### config.mk
export PLATFORM = sky130hd
export DESIGN_NAME = gpio_alias_port
export DESIGN_NICKNAME = d
export VERILOG_FILES = /design/src/rtl/gpio_alias_pkg.sv /design/src/rtl/gpio_alias_ctrl.sv /design/src/rtl/gpio_sync.sv /design/src/rtl/gpio_alias_dp.sv /design/src/rtl/gpio_alias_port.sv
export SDC_FILE = /design/constraint.sdc
export NUM_CORES = 1
export LEC_CHECK = 0
export BUFFER_PORTS_ARGS = -buffer_cell sky130_fd_sc_hd__buf_2
export CAP_MARGIN = 0
export CORE_MARGIN = 2
export CORE_UTILIZATION = 60
export CTS_BUF_LIST = sky130_fd_sc_hd__clkbuf_2 sky130_fd_sc_hd__clkbuf_4 sky130_fd_sc_hd__clkbuf_8
export DETAILED_ROUTE_END_ITERATION = 6
export GPL_TIMING_DRIVEN = 1
export PLACE_DENSITY = 0.81
export SLEW_MARGIN = 10
export SYNTH_ARGS = -nofsm -noshare
export SYNTH_HDL_FRONTEND = slang
export SYNTH_SLANG_ARGS = --single-unit
### constraint.sdc
create_clock -name clk -period 3.3 [get_ports clk]
set_input_delay 0.33 -clock clk [delete_from_list [all_inputs] [get_ports clk]]
set_output_delay 0.33 -clock clk [all_outputs]
set_load 0.02 [all_outputs]
### src/rtl/gpio_alias_pkg.sv
package gpio_alias_pkg;

  typedef enum logic [1:0] {
    OP_WRITE = 2'd0,
    OP_CLR   = 2'd1,
    OP_SET   = 2'd2,
    OP_INV   = 2'd3
  } aliasOpT;

  localparam int NUM_REGS = 6;
  localparam int REG_DIR  = 0;
  localparam int REG_LAT  = 1;
  localparam int REG_OD   = 2;
  localparam int REG_DIG  = 3;
  localparam int REG_PU   = 4;
  localparam int REG_CN   = 5;

  localparam logic [2:0] GRP_DIR = 3'd0;
  localparam logic [2:0] GRP_LAT = 3'd1;
  localparam logic [2:0] GRP_PIN = 3'd2;
  localparam logic [2:0] GRP_OD  = 3'd3;
  localparam logic [2:0] GRP_DIG = 3'd4;
  localparam logic [2:0] GRP_PU  = 3'd5;
  localparam logic [2:0] GRP_CN  = 3'd6;
  localparam int NUM_GRPS = 7;

  typedef struct packed {
    logic [NUM_REGS-1:0] wrSel;
    aliasOpT             op;
    logic                rdStrobe;
    logic                rdValid;
    logic                rdPin;
    logic [2:0]          rdGrp;
  } ctrlT;

endpackage

### src/rtl/gpio_alias_ctrl.sv
module gpio_alias_ctrl
  import gpio_alias_pkg::*;
#(
  parameter int ADDR_W = 8
) (
  input  logic              wrEn,
  input  logic              rdEn,
  input  logic [ADDR_W-1:0] addr,
  output ctrlT              ctrl
);
  localparam int GRP_W = ADDR_W - 4;

  logic [GRP_W-1:0] grpField;
  logic [1:0]       subField;
  logic             aligned;
  logic             known;
  logic [2:0]       grpCode;

  assign grpField = addr[ADDR_W-1:4];
  assign subField = addr[3:2];
  assign aligned  = (addr[1:0] == 2'b00);
  assign known    = (grpField < GRP_W'(NUM_GRPS));
  assign grpCode  = grpField[2:0];

  always_comb begin
    ctrl    = '0;
    ctrl.op = aliasOpT'(subField);
    if (wrEn && aligned && known) begin
      case (grpCode)
        GRP_DIR:          ctrl.wrSel[REG_DIR] = 1'b1;
        GRP_LAT, GRP_PIN: ctrl.wrSel[REG_LAT] = 1'b1;
        GRP_OD:           ctrl.wrSel[REG_OD]  = 1'b1;
        GRP_DIG:          ctrl.wrSel[REG_DIG] = 1'b1;
        GRP_PU:           ctrl.wrSel[REG_PU]  = 1'b1;
        GRP_CN:           ctrl.wrSel[REG_CN]  = 1'b1;
        default:          ctrl.wrSel          = '0;
      endcase
    end
    if (rdEn) begin
      ctrl.rdStrobe = 1'b1;
      if (aligned && known && subField == 2'b00) begin
        ctrl.rdValid = 1'b1;
        ctrl.rdGrp   = grpCode;
        ctrl.rdPin   = (grpCode == GRP_PIN);
      end
    end
  end
endmodule

### src/rtl/gpio_sync.sv
module gpio_sync #(
  parameter int WIDTH  = 16,
  parameter int STAGES = 2
) (
  input  logic             clk,
  input  logic             rstN,
  input  logic [WIDTH-1:0] asyncIn,
  output logic [WIDTH-1:0] syncOut
);
  logic [WIDTH-1:0] stageQ [STAGES];

  for (genvar s = 0; s < STAGES; s++) begin : gStage
    if (s == 0) begin : gFirst
      always_ff @(posedge clk) begin
        if (!rstN) stageQ[s] <= '0;
        else       stageQ[s] <= asyncIn;
      end
    end else begin : gNext
      always_ff @(posedge clk) begin
        if (!rstN) stageQ[s] <= '0;
        else       stageQ[s] <= stageQ[s-1];
      end
    end
  end

  assign syncOut = stageQ[STAGES-1];
endmodule

### src/rtl/gpio_alias_dp.sv
module gpio_alias_dp
  import gpio_alias_pkg::*;
#(
  parameter int               WIDTH      = 16,
  parameter logic [WIDTH-1:0] IMPL_MASK  = '1,
  parameter logic [WIDTH-1:0] ANALOG_CAP = '0
) (
  input  logic             clk,
  input  logic             rstN,
  input  ctrlT             ctrl,
  input  logic [WIDTH-1:0] wrData,
  input  logic [WIDTH-1:0] syncIn,
  output logic [WIDTH-1:0] rdData,
  output logic [WIDTH-1:0] dirBits,
  output logic [WIDTH-1:0] latBits,
  output logic [WIDTH-1:0] odBits,
  output logic [WIDTH-1:0] puBits,
  output logic [WIDTH-1:0] pinOe,
  output logic [WIDTH-1:0] pinOut,
  output logic             irq
);
  logic [WIDTH-1:0] regQ [NUM_REGS];
  logic [WIDTH-1:0] pinVal;
  logic [WIDTH-1:0] readMux;
  logic [WIDTH-1:0] snapQ;
  logic             changeHit;

  function automatic logic [WIDTH-1:0] applyOp(
    input aliasOpT op, input logic [WIDTH-1:0] cur, input logic [WIDTH-1:0] d);
    case (op)
      OP_CLR:  applyOp = cur & ~d;
      OP_SET:  applyOp = cur | d;
      OP_INV:  applyOp = cur ^ d;
      default: applyOp = d;
    endcase
  endfunction

  for (genvar g = 0; g < NUM_REGS; g++) begin : gReg
    localparam logic [WIDTH-1:0] RESET_VAL = (g == REG_DIR) ? IMPL_MASK : '0;
    always_ff @(posedge clk) begin
      if (!rstN)
        regQ[g] <= RESET_VAL;
      else if (ctrl.wrSel[g])
        regQ[g] <= applyOp(ctrl.op, regQ[g], wrData) & IMPL_MASK;
    end
  end

  assign dirBits = regQ[REG_DIR];
  assign latBits = regQ[REG_LAT];
  assign odBits  = regQ[REG_OD];
  assign puBits  = regQ[REG_PU];

  assign pinVal  = syncIn & (regQ[REG_DIG] | ~ANALOG_CAP) & IMPL_MASK;
  assign pinOe   = IMPL_MASK & ~regQ[REG_DIR] & ~(regQ[REG_OD] & regQ[REG_LAT]);
  assign pinOut  = regQ[REG_LAT] & ~regQ[REG_OD];

  always_comb begin
    readMux = '0;
    if (ctrl.rdValid) begin
      case (ctrl.rdGrp)
        GRP_DIR: readMux = regQ[REG_DIR];
        GRP_LAT: readMux = regQ[REG_LAT];
        GRP_PIN: readMux = pinVal;
        GRP_OD:  readMux = regQ[REG_OD];
        GRP_DIG: readMux = regQ[REG_DIG];
        GRP_PU:  readMux = regQ[REG_PU];
        GRP_CN:  readMux = regQ[REG_CN];
        default: readMux = '0;
      endcase
    end
  end

  always_ff @(posedge clk) begin
    if (!rstN)              rdData <= '0;
    else if (ctrl.rdStrobe) rdData <= readMux;
  end

  assign changeHit = |((pinVal ^ snapQ) & regQ[REG_CN]);

  always_ff @(posedge clk) begin
    if (!rstN) begin
      snapQ <= '0;
      irq   <= 1'b0;
    end else if (ctrl.rdPin) begin
      snapQ <= pinVal;
      irq   <= 1'b0;
    end else if (changeHit) begin
      irq   <= 1'b1;
    end
  end
endmodule

### src/rtl/gpio_alias_port.sv
module gpio_alias_port
  import gpio_alias_pkg::*;
#(
  parameter int               WIDTH      = 16,
  parameter int               ADDR_W     = 8,
  parameter int               SYNC_DEPTH = 2,
  parameter logic [WIDTH-1:0] IMPL_MASK  = 16'h7FFF,
  parameter logic [WIDTH-1:0] ANALOG_CAP = 16'h00FF
) (
  input  logic              clk,
  input  logic              rstN,
  input  logic              wrEn,
  input  logic              rdEn,
  input  logic [ADDR_W-1:0] addr,
  input  logic [WIDTH-1:0]  wrData,
  output logic [WIDTH-1:0]  rdData,
  input  logic [WIDTH-1:0]  pinIn,
  output logic [WIDTH-1:0]  pinOe,
  output logic [WIDTH-1:0]  pinOut,
  output logic [WIDTH-1:0]  pullUpEn,
  output logic              irq
);
  ctrlT             ctrl;
  logic [WIDTH-1:0] syncIn;
  logic [WIDTH-1:0] dirBits;
  logic [WIDTH-1:0] latBits;
  logic [WIDTH-1:0] odBits;

  gpio_alias_ctrl #(.ADDR_W(ADDR_W)) uCtrl (
    .wrEn(wrEn), .rdEn(rdEn), .addr(addr), .ctrl(ctrl)
  );

  gpio_sync #(.WIDTH(WIDTH), .STAGES(SYNC_DEPTH)) uSync (
    .clk(clk), .rstN(rstN), .asyncIn(pinIn), .syncOut(syncIn)
  );

  gpio_alias_dp #(
    .WIDTH(WIDTH), .IMPL_MASK(IMPL_MASK), .ANALOG_CAP(ANALOG_CAP)
  ) uDp (
    .clk(clk), .rstN(rstN), .ctrl(ctrl), .wrData(wrData), .syncIn(syncIn),
    .rdData(rdData), .dirBits(dirBits), .latBits(latBits), .odBits(odBits),
    .puBits(pullUpEn), .pinOe(pinOe), .pinOut(pinOut), .irq(irq)
  );
endmodule

* After elaboration in Yosys (flattened, before gate mapping) *
Memories as Yosys holds them, arrays and structs flattened.
Index checks and enable logic that the tools add are counted.

word-level totals
  logic and storage cells = 126
  bits in writable memories = 122
  register bits after elaboration = 32
  input port bits = 44
  memories = 2

cells by class
  bitwise gates (word level) = 37
  eq/ne operators = 15
  magnitude comparators = 1
  mux-type cells = 57
  reduce and logical (&&, ||, !) cells = 11

memory list
  name          words  bits a word  rd ports  clocked after memory_dff  write ports  line                 text
  uDp.regQ      6      15           6         0                         6            gpio_alias_dp.sv:22  logic [WIDTH-1:0] regQ [NUM_REGS];
  uSync.stageQ  2      16           2         0                         2            gpio_sync.sv:10      logic [WIDTH-1:0] stageQ [STAGES];

operators by type and width
  operator                                                                number
  15-bit 2-to-1 mux                                                       18
  15-bit case mux with 3 select lines                                     6
  16-bit case mux with 7 select lines                                     1
  15-bit AND                                                              7
  15-bit XOR                                                              7
  15-bit OR                                                               6
  16-bit 2-to-1 mux                                                       3
  15-bit by 16-bit AND with 16-bit output                                 2
  16-bit AND                                                              2
  16-bit inverter                                                         2
  15-bit inverter                                                         2
  1-bit 2-to-1 mux                                                        26
  3-bit equality test (second input constant)                             6
  16-bit OR reduction                                                     1
  3-bit by 2-bit equality test with 1-bit output (second input constant)  4
  6-bit 2-to-1 mux                                                        2
  1-bit OR                                                                8
  3-bit by 1-bit equality test with 1-bit output (second input constant)  2
  3-bit logical NOT                                                       2
  5-bit 2-to-1 mux                                                        1
  2-bit equality test (second input constant)                             2
  1-bit logical AND                                                       4
  2-bit logical NOT                                                       2
  4-bit by 3-bit < comparator with 1-bit output (second input constant)   1
  3 further kinds                                                         4

* Logic depth before layout (Yosys ltp) *
Gate-level depths: netlist of run 1.

  depth in word-level cells = 8
  mapped depth = 8
  mapped depth without buffers = 6

* By module *
A second synthesis of run 1 with hierarchy kept.

unflattened totals
  cells, all modules = 1227
  area total of the unflattened synthesis = 11707.5 um2

modules (own cells, without submodules)
  module           seq. area each (um2)  cells an instance  instances  area each (um2)
  gpio_alias_dp    3323.2                1133               1          10593.9
  gpio_sync        640.6                 67                 1          895.9
  gpio_alias_ctrl  0.0                   27                 1          217.7

* Worst setup path before layout of run 1 *
Ideal clock, no wire load.

  path type = in2reg
  start = input port addr[6]
  end = memory uDp.regQ[0][0] (netlist bit), enable pin
  cell stages on the path = 4
  data required time = 2869 ps
  setup slack = 279 ps
  buffers on the path = 3
  setup time = 431 ps
  arrival = 2590 ps
  cell sequence = buf_4 -> buf_2 -> clkbuf_1 -> o41ai_1

RTL lines
  what                line                   text
  start: declaration  gpio_alias_port.sv:14  input logic [ADDR_W-1:0] addr,
  end: declaration    gpio_alias_dp.sv:22

==> results of run 1 <==
## logic make-up after synthesis
kind of cell	Yosys count	share of synthesized area [%]
muxes	26	2.28
AOI/OAI and AO/OA	389	23.0
buffers and inverters	228	8.60
adders and majority gates	180	19.6
other	1	0.0326
xor gates and xnor gates	15	1.14
and+or+nand+nor	279	11.3
DFF	151	34.1
## synthesized netlist by cell type (3+ instances only)
cell type / n / area, µm²
sky130_fd_sc_hd__a211oi_1: 125 / 938
sky130_fd_sc_hd__a211oi_2: 18 / 225
sky130_fd_sc_hd__a21oi_1: 139 / 696
sky130_fd_sc_hd__a221o_1: 3 / 30.0
sky130_fd_sc_hd__a221oi_1: 3 / 26.3
sky130_fd_sc_hd__a22oi_1: 17 / 128
sky130_fd_sc_hd__a31oi_1: 8 / 50.1
sky130_fd_sc_hd__a32oi_1: 6 / 52.6
sky130_fd_sc_hd__and2_1: 35 / 219
sky130_fd_sc_hd__and3_1: 4 / 25.0
sky130_fd_sc_hd__buf_1: 6 / 22.5
sky130_fd_sc_hd__buf_2: 20 / 100
sky130_fd_sc_hd__buf_4: 23 / 173
sky130_fd_sc_hd__buf_6: 3 / 33.8
sky130_fd_sc_hd__clkbuf_1: 53 / 199
sky130_fd_sc_hd__dfxtp_1: 61 / 1220
sky130_fd_sc_hd__edfxtp_1: 90 / 2700
sky130_fd_sc_hd__ha_1: 180 / 2250
sky130_fd_sc_hd__inv_1: 123 / 462
sky130_fd_sc_hd__mux2i_1: 24 / 240
sky130_fd_sc_hd__nand2_1: 55 / 206
sky130_fd_sc_hd__nand2b_1: 3 / 18.8
sky130_fd_sc_hd__nand3_1: 6 / 30.0
sky130_fd_sc_hd__nand4_1: 3 / 18.8
sky130_fd_sc_hd__nor2_1: 138 / 518
sky130_fd_sc_hd__nor2b_1: 16 / 100
sky130_fd_sc_hd__nor3_1: 7 / 35.0
sky130_fd_sc_hd__o211ai_1: 15 / 113
sky130_fd_sc_hd__o21ai_0: 24 / 120
sky130_fd_sc_hd__o22ai_1: 4 / 25.0
sky130_fd_sc_hd__o2bb2ai_1: 6 / 52.6
sky130_fd_sc_hd__o31ai_1: 3 / 22.5
sky130_fd_sc_hd__xnor2_1: 10 / 87.6
sky130_fd_sc_hd__xor2_1: 5 / 43.8
## worst max-delay path, cell delays in order
cell and delay (ns):
sky130_fd_sc_hd__buf_2 0.39, sky130_fd_sc_hd__and2b_1 0.59, sky130_fd_sc_hd__o21ai_1 0.41, sky130_fd_sc_hd__buf_4 0.32
sky130_fd_sc_hd__a211oi_1 0.23
## layer usage
metal | routed length [µm] | part of all wire (%) | track usage [%] | vias to the layer above
met2 | 15300 | 45 | 51.1 | 595
li1 | - | - | - | 4587
met3 | 3500 | 10 | 7.64 | 113
met1 | 13300 | 39 | 44.7 | 4662
met5 | 0 | 0 | 0 | -
met4 | 1750 | 5.2 | 17.0 | 0
## how the worst max path moves through the flow
stage | start | to | slack [ns]
floorplan | addr[6] | uDp.regQ[0][0] | 0.28
global placement | addr[1] | uDp.regQ[1][18] | 0.96
detailed placement | addr[1] | uDp.regQ[1][17] | 0.88
CTS | addr[1] | uDp.regQ[1][17] | 1.36
global route | uDp.regQ[1][2] | pinOe[2] | 1.29
finish | addr[4] | uDp.regQ[0][27] | 1.31
## flip-flops by register name, summed over array words and instances, names as in the netlist
register / flops
uDp.rdData: 15
uDp.snapQ: 15
uDp.regQ: 90
uSync.stageQ: 30
uDp.irq: 1
## through the flow
step,utilization [%],total power [mW]
finish,66.1,4.31
global route,66.1,4.47
CTS,66.1,4.30
detailed placement,64.1,2.86
global placement,64.1,2.83
floorplan,-,2.64
## final cells by class
cell class / instances / area (µm²)
inverters: 123 / 462
clock inverters: 14 / 149
clock buffers: 18 / 241
multi-input cells: 893 / 6630
well taps: 234 / 293
fillers: 1522 / 6350
flip-flops and latches: 151 / 3920
repair buffers: 126 / 718
## where the power goes
| part | internal [mW] | switching (mW) | leakage, nW |
|---|---|---|---|
| combinational | 0.234 | 0.483 | 3.94 |
| sequential | 2.05 | 0.0732 | 1.37 |
| clock | 0.685 | 0.787 | 0.191 |
## cell usage in the layout, fill, tap and decap left out, types with 4 or more instances in the layout
master                      instances
sky130_fd_sc_hd__ha_1             180
sky130_fd_sc_hd__a21oi_1          139
sky130_fd_sc_hd__nor2_1           138
sky130_fd_sc_hd__a211oi_1         125
sky130_fd_sc_hd__inv_1            123
sky130_fd_sc_hd__buf_2            100
sky130_fd_sc_hd__edfxtp_1          90
sky130_fd_sc_hd__dfxtp_1           61
sky130_fd_sc_hd__nand2_1           55
sky130_fd_sc_hd__and2_1            35
sky130_fd_sc_hd__mux2i_1           24
sky130_fd_sc_hd__buf_4             23
sky130_fd_sc_hd__o21ai_0           22
sky130_fd_sc_hd__a211oi_2          18
sky130_fd_sc_hd__clkbuf_8          18
sky130_fd_sc_hd__a22oi_1           17
sky130_fd_sc_hd__nor2b_1           16
sky130_fd_sc_hd__o211ai_1          15
sky130_fd_sc_hd__xnor2_1           10
sky130_fd_sc_hd__a31oi_1            8
sky130_fd_sc_hd__nor3_1             7
sky130_fd_sc_hd__nand3_1            6
sky130_fd_sc_hd__a32oi_1            6
sky130_fd_sc_hd__o2bb2ai_1          6
sky130_fd_sc_hd__xor2_1             5
sky130_fd_sc_hd__and3_1             4
sky130_fd_sc_hd__o22ai_1            4
sky130_fd_sc_hd__conb_1             4
sky130_fd_sc_hd__inv_6              4
==> insert_results.sql, run 1 <==
INSERT INTO impl_metrics (metric_group, metric, value, unit) VALUES
('clock_tree', 'path_clk_slew', '0.09', 'ns'),
('synthesis', 'mappedNetlistArea', '11500', 'µm²'),
('sta', 'rsz_0062_raised_after_global_routing', 'false', ''),
('sta', 'period_utilization_post_route', '60.3', '%'),
('power', 'vdd_drop_max', '0.264', 'mV'),
('sta', 'finalHoldViolCount', '0', ''),
('grt', 'grt_first_pass_wirelength', '51100', 'µm'),
('layout', 'num-nets-final', '1536', ''),
('floorplanning', 'core_region_area', '18800', 'µm²'),
('synthesis', 'synth_sequential_area_ratio', '34.1', '%'),
('clock_tree', 'clockRootBuffer', 'sky130_fd_sc_hd__clkbuf_8', ''),
('sta', 'skew', '0.0158', 'ns'),
('layout', 'final_design_area_no_fill', '12400', 'µm²'),
('sta', 'setup_violations', '0', ''),
('route', 'drcViolationCount', '0', ''),
('grt', 'grt_max_degree', '141', ''),
('floorplanning', 'num_io_pins', '109', ''),
('worst_hold_path', 'hold_end', 'uSync.stageQ[0][3]', ''),
('critical_path', 'endpoint_of_the_most_critical_register_to_register_path', 'uDp.rdData[10]', ''),
('clock_tree', 'cts_max_level', '4', ''),
('placed_design', 'post_dp_cell_area', '12000', 'µm²'),
('route', 'wl_per_cell', '21.7', 'µm'),
('power', 'pwr_density_cell', '347', 'nW/µm²'),
('placed_design', 'io_buffer_count', '102', ''),
('worst_hold_path', 'worst_hold_startpoint', 'pinIn[3]', ''),
('layout', 'layout-drive-gt1-share', '14.3', '%'),
('synthesis', 'postSynth.topFlopCell', 'sky130_fd_sc_hd__edfxtp_1', ''),
('synthesis', 'yosysWarningCount', '0', ''),
('sta', 'post-route-min-period', '1.99', 'ns'),
('run_status', 'run_status', 'finished, final reports clean', ''),
('sta', 'max_slew_margin', '36.2', '%'),
('route', 'finalWirelength', '33800', 'µm'),
('clock_tree', 'post_cts_resize_count', '0', ''),
('sta', 'fmaxAchievable', '503', 'MHz'),
('synthesis', 'async_flop_share', '0', '%'),
('clock_tree', 'clock_tree_from_tritoncts', 'done', ''),
('layout', 'antenna-diode-count', '0', ''),
('synthesis', 'synthCells', '1269', ''),
('clock_tree', 'cts-buffers-inserted', '17', ''),
('grt', 'antenna_violations_before_repair', '0', ''),
('floorplanning', 'die_h', '142', 'µm'),
('layout', 'layoutNonFillerInstCount', '1559', ''),
('route', 'route.detailed.vias_per_inst', '6.39', ''),
('sta', 'finalHoldWorstSlack', '0.0598', 'ns'),
('synthesis', 'synth_enable_flop_cells', '90', ''),
('critical_path', 'cp.required', '3.59', 'ns'),
('synthesis', 'yosys.cell_types.count', '57', ''),
('clock_tree', 'clk_latency', '0.48', 'ns'),
('route', 'final_antenna_net_count', '0', ''),
('sta', 'max_slew_violation_count', '0', ''),
('synthesis', 'syn-mean-instance-area', '9.07', 'µm²'),
('sta', 'worst_slew_pin_slew', '0.957', 'ns'),
('critical_path', 'worst_ep_arrival_time', '2.28', 'ns'),
('grt', 'groute.usage.overall', '33.5', '%'),
('route', 'initialDrtViolationCount', '1381', ''),
('critical_path', 'worst-r2r-cell-count', '5', ''),
('sta', 'tns', '0', 'ns'),
('floorplanning', 'die-width', '142', 'µm'),
('critical_path', 'worstSetupStartpointType', 'input pin', ''),
('placed_design', 'post-place-ws', '0.876', 'ns'),
('floorplanning', 'die_area', '20300', 'µm²'),
('critical_path', 'path_class', 'in2reg', ''),
('clock_tree', 'hold_buffers', '0', ''),
('grt', 'grt_pass1_vias', '9020', ''),
('route', 'vias_after_detailed_routing', '9957', ''),
('critical_path', 'cp-end-kind', 'register', ''),
('clock_tree', 'cts-root-to-sink-buffers', '2', ''),
('floorplanning', 'floorplan.initialDensity', '61.3', '%'),
('placed_design', 'placed_cells', '1527', ''),
('route', 'detail_route.first_pass.iterations', '5', ''),
('sta', 'setup_ws', '1.31', 'ns'),
('critical_path', 'highest_fanout_seen_on_the_critical_path', '17', ''),
('synthesis', 'synth.ff_latch_count', '151', ''),
('layout', 'area_growth', '7.88', '%'),
('grt', 'global_route.overflow_total', '0', ''),
('critical_path', 'ff2ff_setup_slack', '1.64', 'ns'),
('placed_design', 'dp_hpwl', '24100', 'µm'),
('critical_path', 'timing.rr.start', 'uDp.regQ[2][10]', ''),
('power', 'leakage', '5.51', 'nW'),
('job', 'cap_viol_max_count', '0', ''),
('worst_hold_path', 'hold_class', 'in2reg', ''),
('clock_tree', 'cts.sinks', '151', ''),
('placed_design', 'gpl.final_weighted_congestion', '1.02', ''),
('floorplanning', 'rows', '50', ''),
('worst_hold_path', 'min_delay_path_depth', '2', ''),
('clock_tree', 'post-cts-setup-buffers', '0', '');
Power figures use the tool's default switching activity.
==> run 2, diff against run 1 <==
- CORE_UTILIZATION: 60 -> 56
- PLACE_DENSITY: 0.81 -> 0.79
- clock period: 3.3 -> 1.8 ns (I/O delays scaled with it)
==> run 2 against run 1 <==
Flip-flop and latch count unchanged; non-clock buffer count up 80; power up 88%; sequential share of layout area down 2.1 points; global-route usage up 0.60 points; register-to-register slack worse by 1.4 ns; combinational power up 110%; critical path depth down 2.
==> insert_results.sql, run 2 (synthesis results as in run 1) <==
INSERT INTO impl_metrics (metric_group, metric, value, unit) VALUES
('run_status', 'run_status', 'finished, final reports clean', ''),
('route', 'detail_route.first_pass.iterations', '7', ''),
('sta', 'setup_ws', '0.121', 'ns'),
('layout', 'layout.cells.most_common', 'sky130_fd_sc_hd__ha_1', ''),
('worst_hold_path', 'hold_class', 'in2reg', ''),
('placed_design', 'io_buffer_count', '102', ''),
('sta', 'fmaxAchievable', '596', 'MHz'),
('layout', 'area_growth', '15.4', '%'),
('route', 'vias_after_detailed_routing', '10200', ''),
('grt', 'groute.layer.met1.usage', '44.7', '%'),
('route', 'initialDrtViolationCount', '868', ''),
('critical_path', 'cp-end-kind', 'output pin', ''),
('placed_design', 'post-place-ws', '-0.0343', 'ns'),
('sta', 'tns', '0', 'ns'),
('layout', 'num-nets-final', '1616', ''),
('grt', 'grt_first_pass_wirelength', '56200', 'µm'),
('sta', 'max_slew_violation_count', '0', ''),
('critical_path', 'worst_ep_arrival_time', '1.50', 'ns'),
('clock_tree', 'cts-buffers-inserted', '17', ''),
('sta', 'worst_slew_pin_slew', '0.797', 'ns'),
('grt', 'groute.usage.overall', '34.1', '%'),
('critical_path', 'ff2ff_setup_slack', '0.21', 'ns'),
('critical_path', 'highest_fanout_seen_on_the_critical_path', '4', ''),
('grt', 'grt_max_degree', '181', ''),
('clock_tree', 'cts.sinks', '151', ''),
('floorplanning', 'die_area', '21700', 'µm²'),
('power', 'sequentialPowerShare', '47.9', '%'),
('sta', 'rsz_0062_raised_after_global_routing', 'false', ''),
('layout', 'layout-drive-gt1-share', '18.3', '%'),
('layout', 'largest_reg_flops', '90', ''),
('grt', 'grt_pass1_vias', '9725', ''),
('clock_tree', 'cts-root-to-sink-buffers', '2', ''),
('critical_path', 'worst-r2r-cell-count', '5', ''),
('placed_design', 'gpl.final_weighted_congestion', '1.01', ''),
('power', 'power.share.clock', '33.9', '%'),
('layout', 'antenna-diode-count', '0', ''),
('critical_path', 'crit_path_top_delay_cell', 'sky130_fd_sc_hd__edfxtp_1', ''),
('power', 'comb_power_share', '18.2', '%'),
('critical_path', 'critical_path_buf_inv_count', '2', ''),
('layout', 'max_flop_register', 'uDp.regQ', ''),
('clock_tree', 'post-cts-setup-buffers', '0', ''),
('sta', 'skew', '0.0116', 'ns'),
('critical_path', 'endpoint_of_the_most_critical_register_to_register_path', 'uDp.rdData[10]', ''),
('clock_tree', 'cts_max_level', '4', ''),
('sta', 'finalHoldWorstSlack', '0.169', 'ns'),
('clock_tree', 'clock_tree_from_tritoncts', 'done', ''),
('floorplanning', 'die-width', '147', 'µm'),
('power', 'power', '8.12', 'mW'),
('power', 'cellInternalPower', '5.51', 'mW'),
('critical_path', 'cp.required', '1.62', 'ns'),
('sta', 'max_slew_margin', '46.9', '%'),
('layout', 'biggestRegsByFlops', 'uDp.regQ (90), uSync.stageQ (30)', ''),
('floorplanning', 'die_h', '147', 'µm'),
('route', 'final_antenna_net_count', '0', ''),
('route', 'wl_per_cell', '21.9', 'µm'),
('critical_path', 'timing.critical_path.to', 'pinOut[5]', ''),
('critical_path', 'worstPathCellList', 'inv_1 -> nor2_1 -> buf_2', ''),
('power', 'pwr_density_cell', '612', 'nW/µm²'),
('sta', 'period_utilization_post_route', '93.3', '%'),
('power', 'leakage', '5.97', 'nW'),
('floorplanning', 'floorplan.initialDensity', '57.0', '%'),
('floorplanning', 'rows', '52', ''),
('clock_tree', 'path_clk_slew', '0.09', 'ns'),
('critical_path', 'path_class', 'reg2out', ''),
('grt', 'global_route.usage.met2', '57.1', '%'),
('clock_tree', 'clk_latency', '0.49', 'ns'),
('route', 'drcViolationCount', '0', ''),
('floorplanning', 'core_region_area', '20200', 'µm²'),
('critical_path', 'critical_path.top_delay_family', 'flip-flops', ''),
('power', 'vdd_drop_max', '0.462', 'mV'),
('grt', 'grt-busiest-layer', 'met2', ''),
('grt', 'use_met3', '5.03', '%'),
('sta', 'finalHoldViolCount', '0', ''),
('sta', 'post-route-min-period', '1.68', 'ns'),
('sta', 'setup_violations', '0', ''),
('job', 'cap_viol_max_count', '0', ''),
('critical_path', 'crit_cells', '3', ''),
('placed_design', 'dp_hpwl', '26700', 'µm'),
('grt', 'antenna_violations_before_repair', '1', ''),
('clock_tree', 'clockRootBuffer', 'sky130_fd_sc_hd__clkbuf_8', ''),
('floorplanning', 'num_io_pins', '109', ''),
('critical_path', 'worstSetupStartpoint', 'uDp.regQ[0][20]', ''),
('route', 'finalWirelength', '36700', 'µm'),
('power', 'netSwitchingFraction', '32.1', '%'),
('critical_path', 'worstSetupStartpointType', 'register', ''),
('layout', 'layout_common_cells', '180 x sky130_fd_sc_hd__ha_1, 138 x sky130_fd_sc_hd__nor2_1, 137 x sky130_fd_sc_hd__a21oi_1', ''),
('critical_path', 'stage_delay_of_the_slowest_cell_on_the_critical_path', '0.46', 'ns'),
('route', 'route.detailed.vias_per_inst', '6.07', ''),
('power', 'net-switching-power', '2.61', 'mW'),
('grt', 'global_route.overflow_total', '0', ''),
('critical_path', 'timing.rr.start', 'uDp.regQ[2][10]', '');
run 2: cell count changes in the layout (fill, tap and decap cells not counted), sizes merged:
cell | before | now
buf | 125 | 190
bufinv | 2 | 1
clkbuf | 19 | 20
clkinv | 5 | 4
clkinvlp | 3 | 0
dlygate4sd3 | 0 | 15
inv | 127 | 131
run 2: worst min-delay path by stage:
stage,from,to,depth (start not counted)
after detailed placement,pinIn[11],uSync.stageQ[0][11],2
final,rstN,uDp.rdData[5],3
after global routing,rstN,uDp.rdData[5],3
after floorplan,pinIn[0],uSync.stageQ[0][0],1
after CTS,rstN,uDp.rdData[5],3
after global placement,pinIn[11],uSync.stageQ[0][11],2
run 2: timing repair:
action                                 4_1_cts  5_1_grt
hold buffers                                15        0
endpoints found under the hold margin       15        0
setup endpoints to repair                    0        2
resized for setup                            0        2
run 2: area by class of cell:
class	instances	area, µm²
Sequential cell	151	3920
Timing Repair Buffer	206	1510
Fill cell	1649	6890
Clock inverter	13	131
Clock buffer	19	262
Inverter	123	462
Tap cell	270	338
Multi-Input combinational cell	893	6650
run 2: metal layers:
metal / part of all wire (%) / up-vias
li1: - / 4750
met1: 41 / 4888
met2: 48 / 425
met3: 7.0 / 101
met4: 4.0 / 2
met5: 0.030 / -
run 2: power groups by stage:
stage               clock network [mW]  registers [mW]  logic (mW)
floorplan                            0            3.90       0.943
global placement                     0            3.96        1.36
detailed placement                   0            3.97        1.42
CTS                               2.75            3.89        1.46
global route                      2.88            3.90        1.63
finish                            2.75            3.89        1.47
run 2: stage by stage:
step | area (µm²) | util, % | cells
finish | 13300 | 65.8 | 1675
detailed placement | 12700 | 63.1 | 1628
global placement | 12700 | 63.1 | 1628
CTS | 13300 | 65.8 | 1675
floorplan | 11600 | - | 1272
global route | 13300 | 65.8 | 1675
run 2: tightest hold or removal path: stages:
cell and delay, ns:
sky130_fd_sc_hd__buf_2 0.10, sky130_fd_sc_hd__inv_1 0.25, sky130_fd_sc_hd__a311oi_1 0.07
